--- config.mk ---
export PLATFORM = sky130hd
export DESIGN_NAME = bitband_bridge
export DESIGN_NICKNAME = d
export VERILOG_FILES = /design/src/rtl/bitband_bridge.sv
export SDC_FILE = /design/constraint.sdc
export NUM_CORES = 1
export LEC_CHECK = 0
export BUFFER_PORTS_ARGS = -buffer_cell sky130_fd_sc_hd__buf_2
export CORE_MARGIN = 3
export CORE_UTILIZATION = 52
export DETAILED_ROUTE_END_ITERATION = 10
export HOLD_SLACK_MARGIN = 0.12
export PLACE_DENSITY_LB_ADDON = 0.3
export SLEW_MARGIN = 20
export SYNTH_ARGS = -nofsm -noshare
export SYNTH_HDL_FRONTEND = slang
export SYNTH_SLANG_ARGS = --single-unit
--- constraint.sdc ---
create_clock -name clk -period 7.05 [get_ports clk]
set_clock_uncertainty 0.2 [all_clocks]
set_input_delay 0.3525 -clock clk [delete_from_list [all_inputs] [get_ports clk]]
set_output_delay 0.3525 -clock clk [all_outputs]
set_load 0.01 [all_outputs]
--- src/rtl/bitband_bridge.sv ---
module bitband_bridge #(
  parameter logic [31:0] ALIAS_BASE  = 32'h4200_0000,
  parameter logic [31:0] PERIPH_BASE = 32'h4000_0000,
  parameter int          REGION_LOG2 = 20
) (
  input  logic        clk,
  input  logic        rst_n,
  input  logic        up_valid,
  output logic        up_ready,
  input  logic        up_write,
  input  logic [31:0] up_addr,
  input  logic [31:0] up_wdata,
  output logic        resp_valid,
  output logic [31:0] resp_rdata,
  output logic        per_req,
  output logic        per_write,
  output logic [31:0] per_addr,
  output logic [31:0] per_wdata,
  input  logic        per_ack,
  input  logic [31:0] per_rdata
);
  localparam int WIN_LOG2 = REGION_LOG2 + 5;

  typedef enum logic [1:0] {S_IDLE, S_PASS, S_RBIT, S_WBIT} st_t;
  st_t st;

  logic        r_write;
  logic [31:0] r_addr, r_wdata;
  logic [4:0]  r_bit;

  wire         hit    = up_addr[31:WIN_LOG2] == ALIAS_BASE[31:WIN_LOG2];
  wire  [31:0] tgt    = PERIPH_BASE + 32'({up_addr[WIN_LOG2-1:7], 2'b00});
  wire  [31:0] sel    = 32'd1 << r_bit;
  wire  [31:0] merged = (per_rdata & ~sel) | (r_wdata[0] ? sel : 32'd0);

  assign up_ready  = st == S_IDLE;
  assign per_req   = st != S_IDLE;
  assign per_write = (st == S_WBIT) || (st == S_PASS && r_write);
  assign per_addr  = r_addr;
  assign per_wdata = r_wdata;

  always_ff @(posedge clk) begin
    if (!rst_n) begin
      st         <= S_IDLE;
      resp_valid <= 1'b0;
      resp_rdata <= '0;
    end else begin
      resp_valid <= 1'b0;
      case (st)
        S_IDLE: if (up_valid) begin
          r_write <= up_write;
          r_wdata <= up_wdata;
          r_bit   <= up_addr[6:2];
          r_addr  <= hit ? tgt : up_addr;
          st      <= hit ? S_RBIT : S_PASS;
        end
        S_PASS: if (per_ack) begin
          resp_valid <= 1'b1;
          resp_rdata <= r_write ? 32'd0 : per_rdata;
          st         <= S_IDLE;
        end
        S_RBIT: if (per_ack) begin
          if (r_write) begin
            r_wdata <= merged;
            st      <= S_WBIT;
          end else begin
            resp_valid <= 1'b1;
            resp_rdata <= {31'd0, per_rdata[r_bit]};
            st         <= S_IDLE;
          end
        end
        S_WBIT: if (per_ack) begin
          resp_valid <= 1'b1;
          resp_rdata <= 32'd0;
          st         <= S_IDLE;
        end
        default: st <= S_IDLE;
      endcase
    end
  end
endmodule

# Yosys cells after proc, flatten, opt, wreduce, memory -nomap -nowiden
# Index checks and enable logic that the tools add are counted.
dict set report op_classes {
  n_addsub 1
  order_cmp 1
  n_eq_ne 11
  n_shift 1
  muxes 24
  bitwise_logic 3
  n_reduce_logical 11
}
# cell count
set op_table {}
lappend op_table {{$mux 32} 10}
lappend op_table {{$pmux 32 s3} 1}
lappend op_table {{$pmux 32 s2} 1}
lappend op_table {{$add 31x20->32 const A} 1}
lappend op_table {{$and 32x32->32} 1}
lappend op_table {{$not 32->32} 1}
lappend op_table {{$or 32x32->32} 1}
lappend op_table {{$shl 1x5->32 const A} 1}
lappend op_table {{$ne 2x2->1 const B} 6}
lappend op_table {{$mux 2} 5}
lappend op_table {{$reduce_and 5->1} 2}
lappend op_table {{$eq 7x6->1 const B} 1}
lappend op_table {{$lt 5x6->1 const B} 1}
lappend op_table {{$pmux 2 s3} 1}
lappend op_table {{$reduce_and 3->1} 2}
lappend op_table {{$bmux 1 s5} 1}
lappend op_table {{$eq 2x2->1 const B} 2}
lappend op_table {{$mux 1} 4}
lappend op_table {{$reduce_bool 2->1} 2}
lappend op_table {{$reduce_bool 3->1} 1}
lappend op_table {{$eq 2x1->1 const B} 1}
lappend op_table {{$logic_not 2->1} 1}
lappend op_table {{$ne 2x1->1 const B} 1}
lappend op_table {{$pmux 1 s2} 1}
lappend op_table {{other kinds (3)} 3}
dict set report totals {
  regBits 105
  in_bits 101
  output_inout_bits 100
}

# Depth between registers and ports, before layout
dict set report logic_depth {
  word_depth 7
  ltp_mapped 7
  depth_no_buf 5
}

# Least setup slack after synthesis
# OpenSTA, ideal clock, no wires.
dict set report synth_path {
  path_type {input to register}
  startpoint {in per_ack}
  endpoint {reg with a tool-made name}
  arrival_time_ps 3491
  required_time_ps 6551
  path_slack_ps 3060
  cell_stages 4
  path_buffers 1
  path_cell_list {clkbuf_1 nand3_1 a211oi_1 o31a_1}
}
# element line
set synth_rtl {}
lappend synth_rtl {{start: declaration} 19} ;# input logic per_ack,

# Worst setup path after layout
dict set report layout_path {
  startpoint {in up_addr[27]}
  endpoint {reg r_addr[8], in the netlist per_addr[8], data pin}
}
dict set report layout_via {
  elab_chain_cells 2
}
# element line
set layout_rtl {}
lappend layout_rtl {{start: declaration} 11} ;# input logic [31:0] up_addr,
lappend layout_rtl {{$eq 7x6->1} 31} ;# wire hit = up_addr[31:WIN_LOG2] == ALIAS_BASE[31:WIN_LOG2];
lappend layout_rtl {{$mux 32} 54} ;# r_addr <= hit ? tgt : up_addr;
lappend layout_rtl {{end signal: assignment} 54}
lappend layout_rtl {{end: declaration} 28} ;# logic [31:0] r_addr, r_wdata;
# Every way passes these cells.
# A chain may end at the register's enable or synchronous reset.

==> results.txt <==
The run finished with clean final reports. The path depth of the worst reg2reg path came out at 4. The logs give 34 for the number of placement rows and 201 for the number of primary I/O pins.

Counting instances, the worst hold path has a depth of 2. DRC marker count from the first detailed-route iteration: 198. The netlist uses 41 different library cells. After detailed routing, the average wire length per cell comes to 18.8 um. For this run, the post-layout net count is 796.

The first global-routing pass estimated 23600 um of wire. The count of pins over their slew limit came out at 0. In this run the post-CTS setup repair buffer count came out at 0. For the pin with the worst max-slew slack, the measured transition is 1.02 ns. In this run the worst path has a maximum fanout of 28. Counting every net in the synthesized netlist gives 519.

Of the available clock period, the critical path in the final layout requires 41.3%. The tools report the largest net degree at the start of global routing as 66. Buffers inserted during clock tree synthesis total 9. Setup repair after global routing left no endpoint under its margin. Max-cap violations in this run came to 0. In this run the critical register-to-register path is launched from r_bit[1]. The analysis attributes to cell leakage a power of 3.04 nW. The run gives 0 as the initial antenna violation count. In this run the worst setup path terminates at per_addr[8].

The register bit count reported by yosys came out at 105. The cell accounting for the most synthesized area is sky130_fd_sc_hd__edfxtp_1. Initial core utilization: 54.5%. Sorting the synthesized cells by area gives the leading types as sky130_fd_sc_hd__edfxtp_1, sky130_fd_sc_hd__dfxtp_1, sky130_fd_sc_hd__a22o_1. The die covers 10500 sq um. The power density over cell area came out at 195 nW/um^2. For the count of nets left with antenna violations after detail routing, the log shows 0.

Clock tree synthesis found a total of 105 sinks. The congestion estimate from routability-driven global placement came to 0.882. The tools report the number of global-route vias before repair as 4548.

The maximum level of the CTS H-tree is 3, and the netlist area before placement is 4850 sq um. The critical path contains buffers and inverters numbering 3 combined. The tools report the reg-to-reg endpoint as per_wdata[12]. The post-route netlist has 35.0% of its cells at a drive strength greater than 1.

The final critical-path required period was 2.91 ns. Yosys warning count: 0. The largest individual stage delay along the critical path comes from the cell sky130_fd_sc_hd__dlygate4sd3_1. STA classifies the critical path startpoint as an input port.

The number of logic stages on the critical path including buffering is 6, and the sequential standard cell area is 2800 sq um. For the worst setup path, the data required time is 6.97 ns. The run gives 0.159 ns as the worst hold margin. The timing-limited maximum frequency is 343 MHz, and the routed via count is 4430.

After synthesis, the mean cell area works out to 11.6 sq um. Of all flip-flops after synthesis, the portion carrying an async set or reset was 0%. TritonCTS built the clock tree.

In this run the register-to-register setup slack is 4.67 ns. The die is 103 um tall. For the buffer depth of the longest clock path, the log shows 2. The filler cells instantiated in the layout total 525. The die outline width was 103 um; the worst max-slew margin expressed relative to the limit was 32.0%. Dividing the detail-routed via count by the number of cells gives 5.48. The number of instances resized during post-cts repair came out at 0. The worst path arrival time was 2.84 ns.

Setup violations remaining at the end of the flow were counted as 0. Input and output buffers added on the ports amount to 200. In this design, the critical path's most frequently occurring cell is sky130_fd_sc_hd__dlygate4sd3_1. The setup TNS is 0 ns. The worst ir drop on vdd is 109 uV.

The cell sitting at the root of the clock tree is a sky130_fd_sc_hd__clkbuf_8. The run gives 1870 sq um as the footprint of the multi-input gates. In the synthesized netlist, the number of instances is 418. The leading cell type by number of instances after synthesis was sky130_fd_sc_hd__edfxtp_1.

The total global routing track utilization was 29.5%; the number of antenna diodes was 0. Walking the worst path, the cells encountered are dlygate4sd3_1, buf_2, nor4b_2, nand3_2, mux2_2, dlygate4sd3_1. The cell type group with the largest total delay on the critical path was buffers and inverters. Summing the sequential cell areas from Yosys gives 57.8% of the chip area. In this run the biggest area consumer among cell types represents 43.4% of the synthesized area. Element type at the critical path end: a flip-flop. The tightest min-delay check is of the in -> reg type. Among all flip-flop cells after synthesis, the most frequent one is sky130_fd_sc_hd__edfxtp_1. The run gives 0.36 ns as the insertion delay of the later-clocked pin in the worst-skew pair.

The signed area change from the synthesized netlist to the final layout is 45.3%, and the final number of hold-violating endpoints is 0. The commonest cells after synthesis are sky130_fd_sc_hd__edfxtp_1, sky130_fd_sc_hd__nand2_1, sky130_fd_sc_hd__dfxtp_1, sky130_fd_sc_hd__nor2_1, sky130_fd_sc_hd__o21ai_0. For the DRC violations left, the log shows 0. After detailed routing, the total wire length is 15200 um. For the total power, the log shows 1.37 mW. By startpoint and endpoint, the worst setup path is classified as in -> reg. The core region is 8890 sq um.

For this run, the slowest stage of the critical path takes 0.56 ns. After global routing the overflow that remains totals 0. The HPWL after detailed placement is 9630 um. The source of the critical timing path is up_addr[27]. Before antenna repair, the detailed router went through 5 iterations. The post-CTS clock slew at the launch and capture registers of the worst setup and hold paths was 0.10 ns; the number of enable-type register cells in the synthesized netlist was 70.
## area by class of cell
type,count,area share [%]
well taps,108,1.92
repair buffers,303,29.0
inverters,3,0.160
clock buffers,10,1.81
clock inverters,6,0.711
multi-input cells,273,26.6
flip-flops and latches,105,39.8
## report_power, final
part / internal [mW] / switching [mW]
Sequential: 0.709 / 0.0286
Clock: 0.134 / 0.221
Combinational: 0.132 / 0.148
## routing by layer
layer / up-vias / GRT usage [%] / routed length [um]
met5: - / 0 / 0
met1: 2072 / 36.3 / 5920
met3: 30 / 9.27 / 1520
met4: 0 / 9.59 / 320
met2: 236 / 49.7 / 7440
li1: 2092 / - / -
## worst min path at each step
stage,from,to,slack (ns)
5_1_grt,up_addr[16],per_addr[16],0.13
3_3_place_gp,resp_rdata[14],resp_rdata[14],0.26
3_5_place_dp,resp_rdata[18],resp_rdata[18],0.26
6_report,up_addr[16],per_addr[16],0.16
2_1_floorplan,up_addr[2],r_bit[0],0.25
4_1_cts,up_addr[16],per_addr[16],0.13
## cell families after synthesis
logic type | Yosys count | share of synthesized area (%)
AO/OA/AOI/OAI | 101 | 14.3
multiplexers | 47 | 11.5
AND/OR/NAND/NOR | 125 | 12.1
buffers and inverters | 40 | 4.23
flip-flops | 105 | 57.8
## cells in the final DEF, fill, tap and decap left out, types with 2 or more instances in the layout
cell,n
sky130_fd_sc_hd__a21oi_1,6
sky130_fd_sc_hd__a22o_1,32
sky130_fd_sc_hd__a31oi_1,3
sky130_fd_sc_hd__and2_1,8
sky130_fd_sc_hd__buf_2,200
sky130_fd_sc_hd__clkbuf_8,9
sky130_fd_sc_hd__dfxtp_1,35
sky130_fd_sc_hd__dlygate4sd3_1,100
sky130_fd_sc_hd__edfxtp_1,70
sky130_fd_sc_hd__inv_1,3
sky130_fd_sc_hd__inv_6,2
sky130_fd_sc_hd__mux2_2,18
sky130_fd_sc_hd__mux2i_1,25
sky130_fd_sc_hd__mux4_1,4
sky130_fd_sc_hd__nand2_1,47
sky130_fd_sc_hd__nand2b_1,5
sky130_fd_sc_hd__nand3_1,8
sky130_fd_sc_hd__nand3b_1,3
sky130_fd_sc_hd__nor2_1,34
sky130_fd_sc_hd__nor2b_1,11
sky130_fd_sc_hd__o211ai_1,2
sky130_fd_sc_hd__o21ai_0,34
sky130_fd_sc_hd__o22ai_1,12
sky130_fd_sc_hd__o31ai_1,3
## through the flow
step	instance area, sq um	setup WS, ns	utilization, %	cells
3_5_place_dp	5830	4.71	65.5	690
2_1_floorplan	4850	3.06	-	418
5_1_grt	7040	3.99	79.2	808
4_1_cts	7000	4.16	78.8	806
3_3_place_gp	5830	4.77	65.5	690
6_report	7040	4.14	79.2	808
## sequential cells by signal, indices dropped and copies added (netlist names), named ones only
name and cells:
st 2, r_bit 5, r_write 1, per_wdata 31
resp_rdata 32, per_addr 32, resp_valid 1
## repair_timing
item,in CTS,in global routing
endpoints found under the setup margin,0,0
hold endpoints to repair,103,0
hold buffers,100,0
Power figures use the tool's default switching activity.
